### config.mk
export PLATFORM = sky130hd
export DESIGN_NAME = scl_timing_gen
export DESIGN_NICKNAME = d
export VERILOG_FILES = /design/src/rtl/scl_timing_pkg.sv /design/src/rtl/scl_cfg_unit.sv /design/src/rtl/scl_phase_seq.sv /design/src/rtl/scl_timing_gen.sv
export SDC_FILE = /design/constraint.sdc
export NUM_CORES = 1
export LEC_CHECK = 0
export BUFFER_PORTS_ARGS = -buffer_cell sky130_fd_sc_hd__buf_2
export CORE_UTILIZATION = 59
export DETAILED_ROUTE_END_ITERATION = 8
export GPL_ROUTABILITY_DRIVEN = 0
export PLACE_DENSITY_LB_ADDON = 0.25
export SLEW_MARGIN = 25
export SYNTH_ARGS = -nofsm -noshare
export SYNTH_HDL_FRONTEND = slang
export SYNTH_SLANG_ARGS = --single-unit
### constraint.sdc
create_clock -name clk -period 194.7 [get_ports clk]
set_clock_uncertainty 0.2 [all_clocks]
set_input_delay 9.735 -clock clk [delete_from_list [all_inputs] [get_ports clk]]
set_output_delay 9.735 -clock clk [all_outputs]
set_load 0.02 [all_outputs]
### src/rtl/scl_timing_pkg.sv
// Shared types for the SCL timing generator.
package scl_timing_pkg;

    // Duty-ratio selection; encodings are visible on cfg_mode.
    typedef enum logic [1:0] {
        M_STD     = 2'b00,
        M_FAST2   = 2'b01,
        M_FAST169 = 2'b10,
        M_BAD     = 2'b11
    } scl_mode_e;

    // Phase of the generated clock.
    typedef enum logic [1:0] {
        PH_IDLE = 2'b00,
        PH_LOW  = 2'b01,
        PH_WAIT = 2'b10,
        PH_HIGH = 2'b11
    } scl_phase_e;

endpackage

### src/rtl/scl_cfg_unit.sv
// Configuration unit: validates the requested timing, computes the divider,
// rise allowance and per-phase cycle counts, and registers them on a load
// strobe taken while the generator is disabled.
// Assumes cfg_load is a single-cycle strobe; the arithmetic is evaluated in
// one cycle from the raw inputs.
module scl_cfg_unit
    import scl_timing_pkg::*;
#(
    parameter int FREQ_W       = 6,
    parameter int SPEED_W      = 10,
    parameter int DIV_W        = 12,
    parameter int FREQ_MIN     = 2,
    parameter int FREQ_MAX     = 36,
    parameter int STD_MAX_KHZ  = 100,
    parameter int FAST_MAX_KHZ = 400,
    parameter int STD_DIV_MIN  = 4,
    parameter int FAST_DIV_MIN = 1,
    localparam int RISE_W      = FREQ_W + 1,
    localparam int PHASE_W     = DIV_W + 4
) (
    input  logic               clk,
    input  logic               rst_n,
    input  logic               enable,
    input  logic               cfg_load,
    input  logic [FREQ_W-1:0]  cfg_freq_mhz,
    input  logic [SPEED_W-1:0] cfg_speed_khz,
    input  logic [1:0]         cfg_mode,
    output logic [DIV_W-1:0]   div_q,
    output logic [RISE_W-1:0]  rise_q,
    output logic [PHASE_W-1:0] low_q,
    output logic [PHASE_W-1:0] high_q,
    output logic               err_q
);

    localparam int DIV_MAX = (1 << DIV_W) - 1;

    scl_mode_e   mode_in;
    scl_mode_e   mode_q;
    logic [31:0] num, den, quo, clamped, rise_c, low_c, high_c;
    logic        err_c;

    assign mode_in = scl_mode_e'(cfg_mode);

    // Purpose: compute divider, allowance, phase counts and validity.
    always_comb begin
        num = 32'(cfg_freq_mhz) * 32'd1000;
        case (mode_in)
            M_STD:     den = 32'(cfg_speed_khz) * 32'd2;
            M_FAST2:   den = 32'(cfg_speed_khz) * 32'd3;
            default:   den = 32'(cfg_speed_khz) * 32'd25;
        endcase
        if (den == 32'd0) den = 32'd1;
        quo = num / den;
        if (mode_in == M_STD)
            clamped = (quo < 32'(STD_DIV_MIN)) ? 32'(STD_DIV_MIN) : quo;
        else
            clamped = (quo < 32'(FAST_DIV_MIN)) ? 32'(FAST_DIV_MIN) : quo;

        if (mode_in == M_STD)
            rise_c = 32'(cfg_freq_mhz) + 32'd1;
        else
            rise_c = (32'(cfg_freq_mhz) * 32'd300) / 32'd1000 + 32'd1;

        case (mode_in)
            M_FAST2:   begin low_c = clamped * 32'd2;  high_c = clamped; end
            M_FAST169: begin low_c = clamped * 32'd16; high_c = clamped * 32'd9; end
            default:   begin low_c = clamped;          high_c = clamped; end
        endcase

        err_c = (32'(cfg_freq_mhz) < 32'(FREQ_MIN))
             || (32'(cfg_freq_mhz) > 32'(FREQ_MAX))
             || (cfg_speed_khz == '0)
             || (32'(cfg_speed_khz) > 32'(FAST_MAX_KHZ))
             || (mode_in == M_BAD)
             || ((mode_in == M_STD) && (32'(cfg_speed_khz) > 32'(STD_MAX_KHZ)))
             || ((mode_in != M_STD) && (32'(cfg_speed_khz) <= 32'(STD_MAX_KHZ)))
             || (clamped > 32'(DIV_MAX));
    end

    // Purpose: capture the computed configuration only while disabled.
    always_ff @(posedge clk) begin
        if (!rst_n) begin
            div_q  <= '0;
            rise_q <= '0;
            low_q  <= '0;
            high_q <= '0;
            err_q  <= 1'b1;
            mode_q <= M_STD;
        end else if (cfg_load && !enable) begin
            err_q  <= err_c;
            mode_q <= mode_in;
            div_q  <= err_c ? '0 : DIV_W'(clamped);
            rise_q <= err_c ? '0 : RISE_W'(rise_c);
            low_q  <= err_c ? '0 : PHASE_W'(low_c);
            high_q <= err_c ? '0 : PHASE_W'(high_c);
        end
    end

    AST_CFG_LOCKED: assert property (@(posedge clk) disable iff (!rst_n)
        enable |=> ($stable(div_q) && $stable(err_q) && $stable(rise_q)));
    AST_ERR_ZERO_OUT: assert property (@(posedge clk) disable iff (!rst_n)
        err_q |-> (div_q == '0 && rise_q == '0));
    AST_STD_DIV_MIN: assert property (@(posedge clk) disable iff (!rst_n)
        (!err_q && mode_q == M_STD) |-> (32'(div_q) >= 32'(STD_DIV_MIN)));
    AST_FAST169_RATIO: assert property (@(posedge clk) disable iff (!rst_n)
        (!err_q && mode_q == M_FAST169) |-> (32'(low_q) * 9 == 32'(high_q) * 16));

endmodule

### src/rtl/scl_phase_seq.sv
// Phase sequencer: walks low, wait and high phases using the registered
// phase counts. The wait phase ends on an observed high line or when the
// rise allowance runs out, so the high count starts from a real edge.
// Assumes scl_in is already synchronous to clk and phase counts are nonzero
// whenever the configuration is error-free.
module scl_phase_seq
    import scl_timing_pkg::*;
#(
    parameter int PHASE_W = 16,
    parameter int RISE_W  = 7
) (
    input  logic               clk,
    input  logic               rst_n,
    input  logic               enable,
    input  logic               start,
    input  logic               stop,
    input  logic               cfg_err,
    input  logic               scl_in,
    input  logic [PHASE_W-1:0] low_len,
    input  logic [PHASE_W-1:0] high_len,
    input  logic [RISE_W-1:0]  rise_len,
    output logic               scl_low
);

    scl_phase_e         state, state_n;
    logic [PHASE_W-1:0] cnt, cnt_n;
    logic               rise_done;

    assign rise_done = ({1'b0, cnt} + 1'b1) >= (PHASE_W+1)'(rise_len);

    // Purpose: choose the next phase and counter value.
    always_comb begin
        state_n = state;
        cnt_n   = cnt + 1'b1;
        if (!enable || stop) begin
            state_n = PH_IDLE;
            cnt_n   = '0;
        end else begin
            case (state)
                PH_IDLE: begin
                    cnt_n = '0;
                    if (start && !cfg_err) state_n = PH_LOW;
                end
                PH_LOW: if (cnt == low_len - 1'b1) begin
                    state_n = PH_WAIT;
                    cnt_n   = '0;
                end
                PH_WAIT: if (scl_in || rise_done) begin
                    state_n = PH_HIGH;
                    cnt_n   = '0;
                end
                PH_HIGH: if (cnt == high_len - 1'b1) begin
                    state_n = PH_LOW;
                    cnt_n   = '0;
                end
                default: begin
                    state_n = PH_IDLE;
                    cnt_n   = '0;
                end
            endcase
        end
    end

    // Purpose: hold phase state and counter.
    always_ff @(posedge clk) begin
        if (!rst_n) begin
            state <= PH_IDLE;
            cnt   <= '0;
        end else begin
            state <= state_n;
            cnt   <= cnt_n;
        end
    end

    assign scl_low = (state == PH_LOW);

    AST_STOP_RELEASES: assert property (@(posedge clk) disable iff (!rst_n)
        (stop || !enable) |=> !scl_low);
    AST_ERR_BLOCKS_START: assert property (@(posedge clk) disable iff (!rst_n)
        (state == PH_IDLE && cfg_err) |=> (state == PH_IDLE));
    AST_HIGH_AFTER_WAIT: assert property (@(posedge clk) disable iff (!rst_n)
        (state == PH_HIGH && $past(state) != PH_HIGH) |-> ($past(state) == PH_WAIT));
    AST_LOW_BOUND: assert property (@(posedge clk) disable iff (!rst_n)
        (state == PH_LOW) |-> (cnt < low_len));

endmodule

### src/rtl/scl_timing_gen.sv
// Top of the SCL timing generator: configuration unit plus phase sequencer.
// Assumes the surrounding master only loads configuration while disabled and
// drives the open-drain pad from scl_low.
module scl_timing_gen
    import scl_timing_pkg::*;
#(
    parameter int FREQ_W   = 6,
    parameter int SPEED_W  = 10,
    parameter int DIV_W    = 12,
    localparam int RISE_W  = FREQ_W + 1,
    localparam int PHASE_W = DIV_W + 4
) (
    input  logic               clk,
    input  logic               rst_n,
    input  logic               enable,
    input  logic               start,
    input  logic               stop,
    input  logic               cfg_load,
    input  logic [FREQ_W-1:0]  cfg_freq_mhz,
    input  logic [SPEED_W-1:0] cfg_speed_khz,
    input  logic [1:0]         cfg_mode,
    input  logic               scl_in,
    output logic               scl_low,
    output logic [DIV_W-1:0]   div_value,
    output logic [RISE_W-1:0]  rise_allow,
    output logic               cfg_err
);

    logic [PHASE_W-1:0] low_len, high_len;

    scl_cfg_unit #(
        .FREQ_W  (FREQ_W),
        .SPEED_W (SPEED_W),
        .DIV_W   (DIV_W)
    ) cfg_i (
        .clk           (clk),
        .rst_n         (rst_n),
        .enable        (enable),
        .cfg_load      (cfg_load),
        .cfg_freq_mhz  (cfg_freq_mhz),
        .cfg_speed_khz (cfg_speed_khz),
        .cfg_mode      (cfg_mode),
        .div_q         (div_value),
        .rise_q        (rise_allow),
        .low_q         (low_len),
        .high_q        (high_len),
        .err_q         (cfg_err)
    );

    scl_phase_seq #(
        .PHASE_W (PHASE_W),
        .RISE_W  (RISE_W)
    ) seq_i (
        .clk      (clk),
        .rst_n    (rst_n),
        .enable   (enable),
        .start    (start),
        .stop     (stop),
        .cfg_err  (cfg_err),
        .scl_in   (scl_in),
        .low_len  (low_len),
        .high_len (high_len),
        .rise_len (rise_allow),
        .scl_low  (scl_low)
    );

endmodule

## After elaboration in Yosys (flattened, before gate mapping)

Index checks and enable logic that the tools add are counted.

| storage, ports and cells | value |
|---|---|
| register bits after elaboration | 70 |
| latch bits | 0 |
| memory bits (writable) | 0 |
| memory bits (read-only) | 0 |
| logic and storage cells | 85 |
| memories kept | 0 |

| cells by class | value |
|---|---|
| add/subtract/negate cells | 6 |
| multiply operators | 5 |
| divide/modulo/power cells | 2 |
| magnitude comparators | 9 |
| equality and inequality tests | 12 |
| shift-type cells | 0 |
| mux-type cells | 21 |
| bitwise gates (word level) | 1 |
| reduce and logical (&&, ||, !) cells | 22 |

Operators with widths:

| kind | count |
|---|---|
| 2-to-1 mux 16 bit | 6 |
| 2-to-1 mux 32 bit | 3 |
| case mux 16 bit (4 select lines) | 1 |
| divider 15 x 10 -> 32 bit, second input constant | 1 |
| divider 16 x 32 -> 32 bit | 1 |
| == test 16 bit | 2 |
| > comparator 32 x 12 -> 1 bit, second input constant | 1 |
| zero test 32 bit | 1 |
| less-than comparator 32 x 1 -> 1 bit, second input constant | 1 |
| less-than comparator 32 x 3 -> 1 bit, second input constant | 1 |
| multiplier 32 x 4 -> 16 bit, second input constant | 1 |
| case mux 16 bit (2 select lines) | 1 |
| subtractor 16 x 1 -> 16 bit, second input constant | 2 |
| case mux 15 bit (2 select lines) | 1 |
| multiplier 6 x 7 -> 13 bit, second input constant | 2 |
| adder 16 x 1 -> 17 bit, second input constant | 1 |
| >= comparator 17 x 7 -> 1 bit | 1 |
| adder 16 x 1 -> 16 bit, second input constant | 1 |
| multiplier 10 x 5 -> 15 bit, second input constant | 1 |
| 2-to-1 mux 15 bit | 1 |
| 2-to-1 mux 7 bit | 2 |
| multiplier 10 x 2 -> 12 bit, second input constant | 1 |
| 2-to-1 mux 12 bit | 1 |
| > comparator 10 x 7 -> 1 bit, second input constant | 1 |
| 20 further kinds | 43 |

## Logic depth before layout (Yosys ltp)

| logic depth | value |
|---|---|
| depth after elaboration | 11 |
| depth in mapped cells | 530 |
| gate-level depth less buffers | 491 |

## Cells and area by module

From an unflattened synthesis, not the netlist that was laid out.

| unflattened totals | value |
|---|---|
| cells, all modules | 4,463 |
| area total of the unflattened synthesis | 32,124.6 um2 |

Modules (own cells, without submodules):

| module | instances | cells an instance | area an instance (um2) | seq. area each (um2) |
|---|---|---|---|---|
| scl_cfg_unit | 1 | 4,163 | 29,719.8 | 980.9 |
| scl_phase_seq | 1 | 300 | 2,404.8 | 360.3 |

## Worst setup path before layout

OpenSTA, ideal clock, no wires.

| path | value |
|---|---|
| path type | input to register |
| from | input cfg_speed_khz[1] |
| to | register cfg_i.high_q[15] |
| arrival time | 105.465 ns |
| required time | 194.372 ns |
| path slack | 88.907 ns |
| stages on the path | 495 |
| path buffers | 48 |
| path through | ha_1 inv_1 fa_1 fa_1 inv_1 ha_1 a211oi_2 nor2_1 xor2_1 a222oi_1 nor4b_1 nand4_2 nor2b_1 nand2_1 inv_1 a41oi_1 ha_1 o21ai_0 (+459 left out) ha_1 ha_1 a21o_1 a21o_1 a21o_1 a21oi_1 o21bai_1 a21oi_1 o21bai_1 a21oi_1 o21bai_1 a21oi_1 xnor2_1 xnor2_1 nand2_1 xnor2_1 a22oi_1 nor2_1 |

| on the way | value |
|---|---|
| cells in the longest elaborated chain, start to end | 11 |

Ends and longest elaborated chain:

| what | RTL line | text |
|---|---|---|
| from (decl) | scl_timing_gen.sv:20 | `input logic [SPEED_W-1:0] cfg_speed_khz,` |
| multiplier 10 x 5 -> 15 bit / multiplier 10 x 2 -> 12 bit (equally long branches) | scl_cfg_unit.sv:50, scl_cfg_unit.sv:49 |  |
| case mux 15 bit (2 select lines) | scl_cfg_unit.sv:47 | `case (mode_in)` |
| zero test 32 bit | scl_cfg_unit.sv:52 | `if (den == 32'd0) den = 32'd1;` |
| 2-to-1 mux 15 bit | scl_cfg_unit.sv:52 |  |
| divider 16 x 32 -> 32 bit | scl_cfg_unit.sv:53 | `quo = num / den;` |
| less-than comparator 32 x 1 -> 1 bit / less-than comparator 32 x 3 -> 1 bit (equally long branches) | scl_cfg_unit.sv:57, scl_cfg_unit.sv:55 |  |
| 2-to-1 mux 32 bit, on equally long branches | scl_cfg_unit.sv:57, scl_cfg_unit.sv:55 |  |
| 2-to-1 mux 32 bit | scl_cfg_unit.sv:54 | `if (mode_in == M_STD)` |
| multiplier 32 x 4 -> 16 bit / > comparator 32 x 12 -> 1 bit (equally long branches) | scl_cfg_unit.sv:66, scl_cfg_unit.sv:77 |  |
| 2-to-1 mux 16 bit / logical OR 1 bit (equally long branches) | scl_cfg_unit.sv:64, scl_cfg_unit.sv:77 |  |
| 2-to-1 mux 16 bit * | scl_cfg_unit.sv:95 | `high_q <= err_c ? '0 : PHASE_W'(high_c);` |
| to (signal assigned) | scl_cfg_unit.sv:95 |  |
| to (decl) | scl_cfg_unit.sv:31 | `output logic [PHASE_W-1:0] high_q,` |

Every way passes the cells marked *; elsewhere a longest branch is shown, timed or not.
A chain may end at the register's enable or synchronous reset.

## Worst setup path after layout

Same ends and word-level chain as after synthesis.

==> out/qor.txt <==
Critical Path RT -> 194.70 ns
io pins -> 46
worst skew pair latency -> 0.34 ns
status -> finished, final reports clean
ys async rst share -> 0
post-detailed-route via-to-cell ratio -> 6.46
cts bufs inserted -> 9
gate count after technology mapping -> 4219
clk root buf -> clkbuf_16
final setup violation count -> 0
part of the cycle the worst path needs -> 0.591
Finished Layout Cells -> 4871
Worst Max-Slew Pin Slew -> 0.959 ns
cts repair resizes -> 0
post-synthesis register bit count -> 67
sequential cell area -> 1340 µm²
via count -> 31400
Clock Tree Buf Depth -> 2
core outline area -> 50600 µm²
cell family with most CP delay -> compound AO/OA/AOI/OAI gates
Slew Limit Headroom -> 0.361
crit path capture type -> register
worst endpoint data arrival time -> 115.02 ns
Multi-input gate area -> 27800 µm²
post-place setup slack -> 80.79 ns
HPWL after DPL -> 67700 µm
register area share after synthesis -> 0.0440
met2 GRT Util -> 0.507
clock slew at reported path FFs -> 0.06 ns
Starting Density -> 0.603
top_reg_cell synth -> dfxtp_1
largest net degree at the start of global routing -> 47
Iter 0 DRT Violations -> 2954
commonest cells after routing, fill and taps aside -> ha_1, nor2_1, nand2_1
CP max stage delay -> 0.83 ns
die height -> 229 µm
Buf/Inv on CP -> 38
# nets final -> 4761
I/O Buffers -> 45
CP most frequent cell -> o21a_1
final hold vios -> 0
Post-Syn Area -> 30500 µm²
layout cells sized above 1 -> 0.0760
Rows -> 82
syn_area_per_cell -> 7.23 µm²
slowest stage cell, crit path -> o41ai_1
Pre-Repair DR Iteration Count -> 6
Synth-to-Final Area Change -> 3.50%
antenna violations before repair -> 1
final core area utilization -> 0.624
Post-CTS Hold Buffers -> 0
busiest grt layer -> met2
first-pass GRT wire length -> 142000 µm
H-Tree Level Count -> 3
number of filler cells placed in the layout -> 4730
class of the worst hold path -> register to register
fmax -> 8.69 MHz
max-cap violations -> 0
antenna fix cells -> 0
Overflow after GRT -> 0
EDFF count, synth -> 0
Yosys warning count -> 0
Synth cell types -> 140
met3 Use GR -> 0.0248
fin worst setup slack -> 79.68 ns
Startpoint Class -> input port
post-route antenna net violation count -> 0
met1 usage -> 0.462
CTS tree -> built
Cell Count Post-Placement -> 4855
Die Area -> 52600 µm²
minimum clock period -> 115.02 ns
final setup TNS -> 0 ns
WL final -> 86000 µm
DRC violations left -> 0
Crit Path Class -> input port to register
wire per inst -> 17.7 µm
gr usage total -> 0.318
CP Max Fanout -> 36
unrepaired setup endpoints after global routing -> false
clk sinks -> 67
Final Max Tran Viols -> 0
Die W -> 229 µm
postcts setup bufs -> 0
vias in the first global route -> 28700
most common cell after layout, fill and taps aside -> ha_1
## metal layers
metal	vias to the layer above	wire, µm
li1	15700	-
met1	14600	41500
met2	1071	36600
met3	88	6180
met4	2	1700
met5	-	7
## path summary, 6_finish.rpt
check                    from  depth (start not counted)                to  slack, ns
max          cfg_speed_khz[1]                        464  cfg_i.high_q[15]      79.68
min            cfg_i.div_q[3]                          2    cfg_i.div_q[3]       0.26
max reg2reg   cfg_i.high_q[2]                         14    seq_i.state[0]     189.70
min reg2reg    cfg_i.div_q[3]                          2    cfg_i.div_q[3]       0.26
## worst register-to-register path, delay by kind of cell, from the launching register on
family                    cells  cell delay [ns]
AOI/OAI and AO/OA             4             1.25
xor gates and xnor gates      1             0.19
DFF                           1             0.37
and+or+nand+nor               9             2.91
## state kept, by name, summed over array words and instances (netlist names)
register,count
cfg_i.high_q,16
cfg_i.low_q,16
seq_i.cnt,16
cfg_i.div_q,9
cfg_i.rise_q,7
seq_i.state,2
cfg_i.err_q,1
## cells in the mapped netlist (37+ instances only)
cell        n  area (µm²)
nor3_1    233        1170
o21ai_0   178         891
nand3_1    94         470
nor2_1    415        1560
xnor2_1   179        1570
nand2_1   355        1330
clkbuf_1   78         293
and2_1     40         250
or2_2      46         288
ha_1      509        6370
inv_1     189         709
o211ai_1   37         278
nand2b_1   43         269
xor2_1    113         990
a31oi_1    44         275
mux2_2     73         822
nand4_1    43         269
a21o_1    117         878
o21a_1    192        1440
a21oi_1   316        1580
mux2i_1    45         450
nor2b_1    49         307
o31ai_1    98         736
dfxtp_1    67        1340
## through the flow
| stage | area (µm²) | hold WS, ns |
|---|---|---|
| finish | 31600 | 0.256 |
| detailed placement | 31300 | 0.244 |
| global route | 31600 | 0.288 |
| global placement | 31300 | 0.239 |
| CTS | 31600 | 0.256 |
| floorplan | 30600 | 0.252 |
## final cells by class
class | count | share of cell area
Tap cell | 672 | 0.0266
Timing Repair Buffer | 83 | 0.0162
Clock inverter | 7 | 0.00218
Clock buffer | 9 | 0.00714
Multi-Input combinational cell | 3833 | 0.881
Inverter | 200 | 0.0241
Sequential cell | 67 | 0.0425
## kinds of logic after synthesis
group | count (synthesis) | synth area share
adder cells (fa/ha/maj) | 543 | 0.231
AND/OR/NAND/NOR | 1519 | 0.246
XOR/XNOR | 292 | 0.0839
flip-flops | 67 | 0.0440
AO/OA/AOI/OAI | 1336 | 0.300
buffers and inverters | 334 | 0.0483
multiplexers | 127 | 0.0462
other | 1 | 0.000123
Power is not shown: default switching activity piles up to over one toggle a cycle in this logic, so the estimate is an artifact.
